**src/rtl/tap_pkg.sv**
```systemverilog
package tap_pkg;

   // register addresses
   localparam int REG_REC_VOL  = 0;
   localparam int REG_PLY_VOL  = 1;
   localparam int REG_REC_MUTE = 2;
   localparam int REG_PLY_MUTE = 3;
   localparam int REG_REF      = 4;
   localparam int REG_CTRL     = 5;

   // control bit positions
   localparam int CTL_GUARD   = 0;
   localparam int CTL_SIGNMAG = 1;
   localparam int CTL_PIN_EN  = 2;
   localparam int CTL_PIN_INV = 3;
   localparam int CTL_W       = 4;

   // gain levels, unity in the middle
   localparam int GAIN_STEPS = 2;
   localparam int LVL_W      = 3;

   typedef enum logic [LVL_W-1:0] {
      G_DIV4  = 3'd0,
      G_DIV2  = 3'd1,
      G_UNITY = 3'd2,
      G_MUL2  = 3'd3,
      G_MUL4  = 3'd4
   } gain_e;

   localparam logic [15:0] ULAW_BIAS = 16'd132;
   localparam logic [15:0] ULAW_CLIP = 16'd32635;

   function automatic logic signed [15:0] ulaw_expand(input logic [7:0] code);
      logic [7:0]  u;
      logic [15:0] t;
      logic signed [15:0] v;
      u = ~code;
      t = ({9'b0, u[3:0], 3'b000} + ULAW_BIAS) << u[6:4];
      v = $signed(t - ULAW_BIAS);
      return u[7] ? -v : v;
   endfunction

   function automatic logic [7:0] ulaw_compress(input logic signed [15:0] x);
      logic        sgn;
      logic [15:0] mag;
      logic [15:0] b;
      logic [15:0] tmp;
      logic [2:0]  ex;
      sgn = x[15];
      mag = sgn ? 16'(-x) : 16'(x);
      if (mag > ULAW_CLIP) mag = ULAW_CLIP;
      b  = mag + ULAW_BIAS;
      ex = 3'd0;
      for (int i = 0; i < 8; i++) begin
         if (b[i+7]) ex = 3'(i);
      end
      tmp = b >> ({1'b0, ex} + 4'd3);
      return ~{sgn, ex, tmp[3:0]};
   endfunction

endpackage

```
**src/rtl/tap_gain_decode.sv**
```systemverilog
module tap_gain_decode
   import tap_pkg::*;
#(
   parameter int             VOL_W = 16,
   parameter logic [VOL_W-1:0] TH_X4 = 16'hFE00,
   parameter logic [VOL_W-1:0] TH_X2 = 16'hFB00,
   parameter logic [VOL_W-1:0] TH_X1 = 16'hF200,
   parameter logic [VOL_W-1:0] TH_D2 = 16'hD800
) (
   input  logic [VOL_W-1:0] vol,
   output gain_e            lvl
);

   if (!($signed(TH_X4) > $signed(TH_X2) && $signed(TH_X2) > $signed(TH_X1)
         && $signed(TH_X1) > $signed(TH_D2))) begin : g_bad_order
      $error("gain thresholds must descend");
   end

   always_comb begin
      if ($signed(vol) >= $signed(TH_X4))      lvl = G_MUL4;
      else if ($signed(vol) >= $signed(TH_X2)) lvl = G_MUL2;
      else if ($signed(vol) >= $signed(TH_X1)) lvl = G_UNITY;
      else if ($signed(vol) >= $signed(TH_D2)) lvl = G_DIV2;
      else                                     lvl = G_DIV4;
   end

endmodule

```
**src/rtl/tap_sat_shift.sv**
```systemverilog
module tap_sat_shift
   import tap_pkg::*;
#(
   parameter int W         = 16,
   parameter int MAX_SHIFT = GAIN_STEPS
) (
   input  logic signed [W-1:0] x,
   input  logic [LVL_W-1:0]    lvl,
   output logic signed [W-1:0] y
);

   localparam logic signed [W-1:0] POS_MAX = {1'b0, {(W-1){1'b1}}};
   localparam logic signed [W-1:0] NEG_MAX = {1'b1, {(W-1){1'b0}}};

   if (MAX_SHIFT < 1 || MAX_SHIFT >= W - 1) begin : g_bad_shift
      $error("shift range out of bounds");
   end
   if (2 * MAX_SHIFT >= (1 << LVL_W)) begin : g_bad_lvl
      $error("level field too narrow");
   end

   logic signed [W-1:0] up_c [0:MAX_SHIFT];
   logic signed [W-1:0] dn_c [0:MAX_SHIFT];

   assign up_c[0] = x;
   assign dn_c[0] = x;

   for (genvar k = 1; k <= MAX_SHIFT; k++) begin : g_step
      logic ovf;
      assign ovf     = (x[W-1:W-1-k] != {(k+1){x[W-1]}});
      assign up_c[k] = ovf ? (x[W-1] ? NEG_MAX : POS_MAX) : (x <<< k);
      assign dn_c[k] = x >>> k;
   end

   always_comb begin
      y = x;
      for (int i = 0; i <= MAX_SHIFT; i++) begin
         if (lvl == LVL_W'(MAX_SHIFT + i)) y = up_c[i];
         if (lvl == LVL_W'(MAX_SHIFT - i)) y = dn_c[i];
      end
   end

endmodule

```
**src/rtl/tap_echo_guard.sv**
```systemverilog
module tap_echo_guard #(
   parameter int PCM_W = 16,
   parameter int REF_W = 15
) (
   input  logic             clk,
   input  logic             rst_n,
   input  logic             smp_valid,
   input  logic [PCM_W-1:0] smp,
   input  logic             signmag,
   input  logic [REF_W-1:0] ref_lvl,
   output logic             over_q
);

   if (REF_W >= PCM_W) begin : g_bad_ref
      $error("reference must be narrower than the sample");
   end

   logic [PCM_W-1:0] mag;
   logic [PCM_W-1:0] ref_ext;

   assign ref_ext = {{(PCM_W-REF_W){1'b0}}, ref_lvl};

   always_comb begin
      if (signmag) mag = {1'b0, smp[PCM_W-2:0]};
      else         mag = smp[PCM_W-1] ? (~smp + 1'b1) : smp;
   end

   always_ff @(posedge clk or negedge rst_n) begin
      if (!rst_n)         over_q <= 1'b0;
      else if (smp_valid) over_q <= (mag > ref_ext);
   end

endmodule

```
**src/rtl/tel_audio_path.sv**
```systemverilog
module tel_audio_path
   import tap_pkg::*;
#(
   parameter int PCM_W  = 16,
   parameter int CODE_W = 8,
   parameter int VOL_W  = 16,
   parameter int MUTE_W = 8,
   parameter int REF_W  = 15,
   parameter int ADDR_W = 3,
   parameter int CFG_W  = 16,
   parameter logic [VOL_W-1:0] REC_VOL_RST = 16'hF600,
   parameter logic [VOL_W-1:0] PLY_VOL_RST = 16'hD800,
   parameter logic [REF_W-1:0] REF_RST     = 15'h5800,
   parameter logic [VOL_W-1:0] REC_TH_X4   = 16'hFE00,
   parameter logic [VOL_W-1:0] REC_TH_X2   = 16'hFB00,
   parameter logic [VOL_W-1:0] REC_TH_X1   = 16'hF200,
   parameter logic [VOL_W-1:0] REC_TH_D2   = 16'hD800,
   parameter logic [VOL_W-1:0] PLY_TH_X4   = 16'hFB00,
   parameter logic [VOL_W-1:0] PLY_TH_X2   = 16'hE700,
   parameter logic [VOL_W-1:0] PLY_TH_X1   = 16'hC900,
   parameter logic [VOL_W-1:0] PLY_TH_D2   = 16'hA200
) (
   input  logic              clk,
   input  logic              rst_n,
   input  logic              cfg_we,
   input  logic [ADDR_W-1:0] cfg_addr,
   input  logic [CFG_W-1:0]  cfg_wdata,
   input  logic              rec_valid,
   input  logic [CODE_W-1:0] rec_ulaw,
   output logic              rec_pcm_valid,
   output logic [PCM_W-1:0]  rec_pcm,
   input  logic              ply_valid,
   input  logic [PCM_W-1:0]  ply_pcm,
   output logic              ply_ulaw_valid,
   output logic [CODE_W-1:0] ply_ulaw,
   output logic              guard_pin
);

   if (PCM_W != 16 || CODE_W != 8) begin : g_bad_fmt
      $error("companding is defined for 16-bit PCM and 8-bit codes");
   end
   if (CFG_W < VOL_W || CFG_W < MUTE_W || CFG_W < REF_W || CFG_W < CTL_W) begin : g_bad_cfg
      $error("write data narrower than a register");
   end
   if ((1 << ADDR_W) <= REG_CTRL) begin : g_bad_addr
      $error("address field too narrow for the register set");
   end

   localparam logic [CODE_W-1:0] SILENCE = 8'hFF;

   // configuration state
   logic [VOL_W-1:0]  rec_vol_q, ply_vol_q;
   logic [MUTE_W-1:0] rec_mute_q, ply_mute_q;
   logic [REF_W-1:0]  ref_q;
   logic [CTL_W-1:0]  ctrl_q;

   always_ff @(posedge clk or negedge rst_n) begin
      if (!rst_n) begin
         rec_vol_q  <= REC_VOL_RST;
         ply_vol_q  <= PLY_VOL_RST;
         rec_mute_q <= '0;
         ply_mute_q <= '0;
         ref_q      <= REF_RST;
         ctrl_q     <= '0;
      end else if (cfg_we) begin
         if (cfg_addr == ADDR_W'(REG_REC_VOL))  rec_vol_q  <= cfg_wdata[VOL_W-1:0];
         if (cfg_addr == ADDR_W'(REG_PLY_VOL))  ply_vol_q  <= cfg_wdata[VOL_W-1:0];
         if (cfg_addr == ADDR_W'(REG_REC_MUTE)) rec_mute_q <= cfg_wdata[MUTE_W-1:0];
         if (cfg_addr == ADDR_W'(REG_PLY_MUTE)) ply_mute_q <= cfg_wdata[MUTE_W-1:0];
         if (cfg_addr == ADDR_W'(REG_REF))      ref_q      <= cfg_wdata[REF_W-1:0];
         if (cfg_addr == ADDR_W'(REG_CTRL))     ctrl_q     <= cfg_wdata[CTL_W-1:0];
      end
   end

   // gain selection
   gain_e rec_lvl, ply_lvl;

   tap_gain_decode #(
      .VOL_W(VOL_W), .TH_X4(REC_TH_X4), .TH_X2(REC_TH_X2),
      .TH_X1(REC_TH_X1), .TH_D2(REC_TH_D2)
   ) u_rec_dec (
      .vol(rec_vol_q),
      .lvl(rec_lvl)
   );

   tap_gain_decode #(
      .VOL_W(VOL_W), .TH_X4(PLY_TH_X4), .TH_X2(PLY_TH_X2),
      .TH_X1(PLY_TH_X1), .TH_D2(PLY_TH_D2)
   ) u_ply_dec (
      .vol(ply_vol_q),
      .lvl(ply_lvl)
   );

   // record path: expand, scale, mute
   logic signed [PCM_W-1:0] rec_lin, rec_scaled;
   assign rec_lin = ulaw_expand(rec_ulaw);

   tap_sat_shift #(.W(PCM_W), .MAX_SHIFT(GAIN_STEPS)) u_rec_shift (
      .x  (rec_lin),
      .lvl(rec_lvl),
      .y  (rec_scaled)
   );

   always_ff @(posedge clk or negedge rst_n) begin
      if (!rst_n) begin
         rec_pcm_valid <= 1'b0;
         rec_pcm       <= '0;
      end else begin
         rec_pcm_valid <= rec_valid;
         if (rec_valid) rec_pcm <= (|rec_mute_q) ? '0 : rec_scaled;
      end
   end

   // echo guard on the unscaled record sample
   logic over_q;

   tap_echo_guard #(.PCM_W(PCM_W), .REF_W(REF_W)) u_guard (
      .clk      (clk),
      .rst_n    (rst_n),
      .smp_valid(rec_valid),
      .smp      (rec_lin),
      .signmag  (ctrl_q[CTL_SIGNMAG]),
      .ref_lvl  (ref_q),
      .over_q   (over_q)
   );

   assign guard_pin = ctrl_q[CTL_PIN_EN] & (over_q ^ ctrl_q[CTL_PIN_INV]);

   // playback path: scale, mute, compress
   logic signed [PCM_W-1:0] ply_scaled;
   logic                    ply_silent;

   tap_sat_shift #(.W(PCM_W), .MAX_SHIFT(GAIN_STEPS)) u_ply_shift (
      .x  (ply_pcm),
      .lvl(ply_lvl),
      .y  (ply_scaled)
   );

   assign ply_silent = (|ply_mute_q) | (ctrl_q[CTL_GUARD] & over_q);

   always_ff @(posedge clk or negedge rst_n) begin
      if (!rst_n) begin
         ply_ulaw_valid <= 1'b0;
         ply_ulaw       <= SILENCE;
      end else begin
         ply_ulaw_valid <= ply_valid;
         if (ply_valid) ply_ulaw <= ply_silent ? SILENCE : ulaw_compress(ply_scaled);
      end
   end

endmodule

```
**config.mk**
```make
export PLATFORM = sky130hd
export DESIGN_NAME = tel_audio_path
export DESIGN_NICKNAME = d
export VERILOG_FILES = /design/src/rtl/tap_pkg.sv /design/src/rtl/tap_gain_decode.sv /design/src/rtl/tap_sat_shift.sv /design/src/rtl/tap_echo_guard.sv /design/src/rtl/tel_audio_path.sv
export SDC_FILE = /design/constraint.sdc
export NUM_CORES = 1
export LEC_CHECK = 0
export BUFFER_PORTS_ARGS = -buffer_cell sky130_fd_sc_hd__clkbuf_2
export CORE_MARGIN = 4
export CORE_UTILIZATION = 30
export DETAILED_ROUTE_END_ITERATION = 10
export GPL_ROUTABILITY_DRIVEN = 0
export SLEW_MARGIN = 20
export SYNTH_ARGS = -nofsm -noshare
export SYNTH_HDL_FRONTEND = slang
export SYNTH_HIERARCHICAL = 1
export SYNTH_SLANG_ARGS = --single-unit
```
**constraint.sdc**
```tcl
create_clock -name clk -period 14.6 [get_ports clk]
set_input_delay 2.92 -clock clk [delete_from_list [all_inputs] [get_ports clk]]
set_output_delay 2.92 -clock clk [all_outputs]
set_load 0.005 [all_outputs]
```
==> impl_metrics.py <==
metrics = {
    "finish": {
        "fin_cells": 1410,
        "antenna_cells": 0,
        "fillers": 2812,
        "nNetsFinal": 1140,
        "synthToLayoutAreaGrowth_pct": 11.66,
        "postLayoutCellArea_um2": 9104,
        "drive_gt1_share_pct": 20.95,
        "fin_util_pct": 33.87,
    },
    "sta": {
        "slew_violations": 0,
        "finClkSkew_ns": 0.007529,
        "max_freq_mhz": 98.14,
        "fin_crit_ns": 10.19,
        "period_share_pct": 69.79,
        "setup_slack_ns": 4.410,
        "worstMarginPinSlew_ns": 0.9193,
        "relSlewSlack_pct": 37.94,
        "finalHoldViolations": 0,
        "tns_ns": 0,
        "grt_setup_unrepaired": "no",
        "setup_violations": 0,
    },
    "route": {
        "ant_nets": 0,
        "wl_um": 22100,
        "routedWlPerCell_um": 15.67,
        "avgViaCountPerCell": 5.478,
        "vias": 7724,
        "drc": 0,
        "firstDrtPassIters": 5,
        "drt_iter0_markers": 726,
    },
    "clock_tree": {
        "insertion_delay_ns": 0.34,
        "ctsHoldBuffers": 0,
        "cts_tree": "done",
        "numCtsBuffers": 9,
        "cts_max_level": 3,
        "cts_setup_buffers": 0,
        "cts_resized": 0,
        "cts_max_path_buffers": 2,
        "numClockSinks": 78,
        "path_clk_slew_ns": 0.06,
        "cts_root_buffer": "clkbuf_16",
    },
    "setup_path": {
        "worstRegToRegCells": 25,
        "worstSetupEndpointType": "register",
        "crit_path_start_kind": "input port",
        "required_ns": 14.88,
        "critical_path.max_fanout": 19,
        "ff2ff_setup_slack_ns": 6.46,
        "criticalPathCategory": "in2reg",
        "critPathArrivalTime_ns": 10.47,
    },
    "power": {
        "power_density_nw_per_um2": 143.0,
        "cellLeakagePower_uw": 0.003621,
        "vdd_drop_max_uv": 60.91,
    },
    "global_routing": {
        "grt_max_degree": 55,
        "grt_pass1_vias": 7247,
        "grt_usage_pct": 14.41,
        "grt_overflow": 0,
        "antenna_found_initial": 0,
        "grt_pass1_wl_um": 36950,
    },
    "floorplan": {
        "core.rowCount": 60,
        "die_area_um2": 29880,
        "dieHeight_um": 172.9,
        "ios": 75,
        "dieWidth_um": 172.9,
        "coreArea_um2": 26880,
        "start_util_pct": 30.34,
    },
    "synth": {
        "synth_area_um2": 8153,
        "syn_area_per_cell_um2": 8.017,
        "yosysWarnings": 6,
        "syn_inst": 1017,
    },
    "placed_design": {
        "preCtsSetupSlack_ns": 4.178,
        "port_buffers": 74,
        "dpl.hpwl_um": 16820,
        "place_area_um2": 8793,
        "place_inst": 1394,
    },
    "outcome": {
        "status": "finished, final reports clean",
    },
    "run": {
        "cap_viol_max_count": 0,
    },
    "hold_path": {
        "hold_depth": 2,
        "worstHoldPathType": "reg2reg",
    },
}
[state kept, by name (all words and copies together) (netlist names)]
name and flops:
rec_mute_q 8, rec_pcm_valid 1, ctrl_q 4, ply_mute_q 8
ply_vol_q 8, u_guard/over_q 1, ply_ulaw_valid 1, rec_pcm 16
ply_ulaw 8, rec_vol_q 8, ref_q 15
[power by group]
part	total (uW)	switching, uW	internal [uW]
logic	789	484	305
registers	283	25.5	257
clock network	230	95.1	134
[per-layer routing]
metal / global-route usage [%] / wire length, um
met1: 18.86 / 9666
met2: 24.91 / 11080
met3: 1.552 / 882
met4: 4.756 / 472
met5: 0 / 0
[critical path, stage by stage]
cell	delay [ns]
clkbuf_2	0.24
ha_1	0.77
or2_2	0.38
a311oi_1	0.14
a21o_1	0.18
a221o_2	0.34
inv_1	0.06
ha_1	0.29
or4bb_1	0.51
a211o_1	0.28
a211oi_1	0.43
o211ai_2	0.26
o31ai_2	0.47
nand2b_1	0.17
ha_1	0.36
o21ai_0	0.28
o211ai_1	0.48
nor4b_1	0.29
a221oi_1	0.09
o31a_1	0.25
o31ai_4	0.51
mux2_4	0.34
o311ai_1	0.23
o32a_1	0.18
[through the flow]
stage | hold WS (ns) | total power [uW]
floorplan | 0.4699 | 911.1
global placement | 0.4781 | 1057
detailed placement | 0.4776 | 1066
CTS | 0.4879 | 1303
global route | 0.5132 | 1409
finish | 0.4854 | 1302
[final cells by class]
cell class              instances  area (um^2)  area share (%)
multi-input cells             827         5690           62.51
clock buffers                   9        225.2           2.474
inverters                      60        225.2           2.474
flip-flops and latches         78         1978           21.73
well taps                     341        426.7           4.687
repair buffers                 88        478.0           5.250
clock inverters                 7        80.08          0.8796
[cell usage in the layout, fill, tap and decap left out, types with 8 or more instances in the layout]
master	count
nand2_1	100
nor2_1	84
o21ai_0	77
clkbuf_2	73
inv_1	60
a21oi_1	60
dfrtp_1	57
mux2_2	55
xnor2_1	30
ha_1	28
dfstp_2	21
a31oi_1	19
nand3_1	17
xor2_1	17
nand2b_1	16
nor2b_1	16
nor3_1	16
o211ai_1	15
buf_4	15
conb_1	15
o22ai_1	13
mux2i_1	13
nor4_1	12
o31ai_1	11
a311oi_1	10
a211o_1	9
a211oi_1	9
clkbuf_16	9
or4_1	8
o21a_1	8
[worst paths after layout]
path,start,to
worst max-delay path,ply_pcm[15],ply_ulaw[1]
worst min-delay path,ply_ulaw[5],ply_ulaw[5]
worst max register to register,ply_vol_q[11],ply_ulaw[1]
worst min register to register,ply_ulaw[5],ply_ulaw[5]
max in group asynchronous,rst_n,ply_mute_q[0]
min in group asynchronous,rst_n,ply_ulaw_valid
Note: power is estimated with default switching activity, not from simulation.
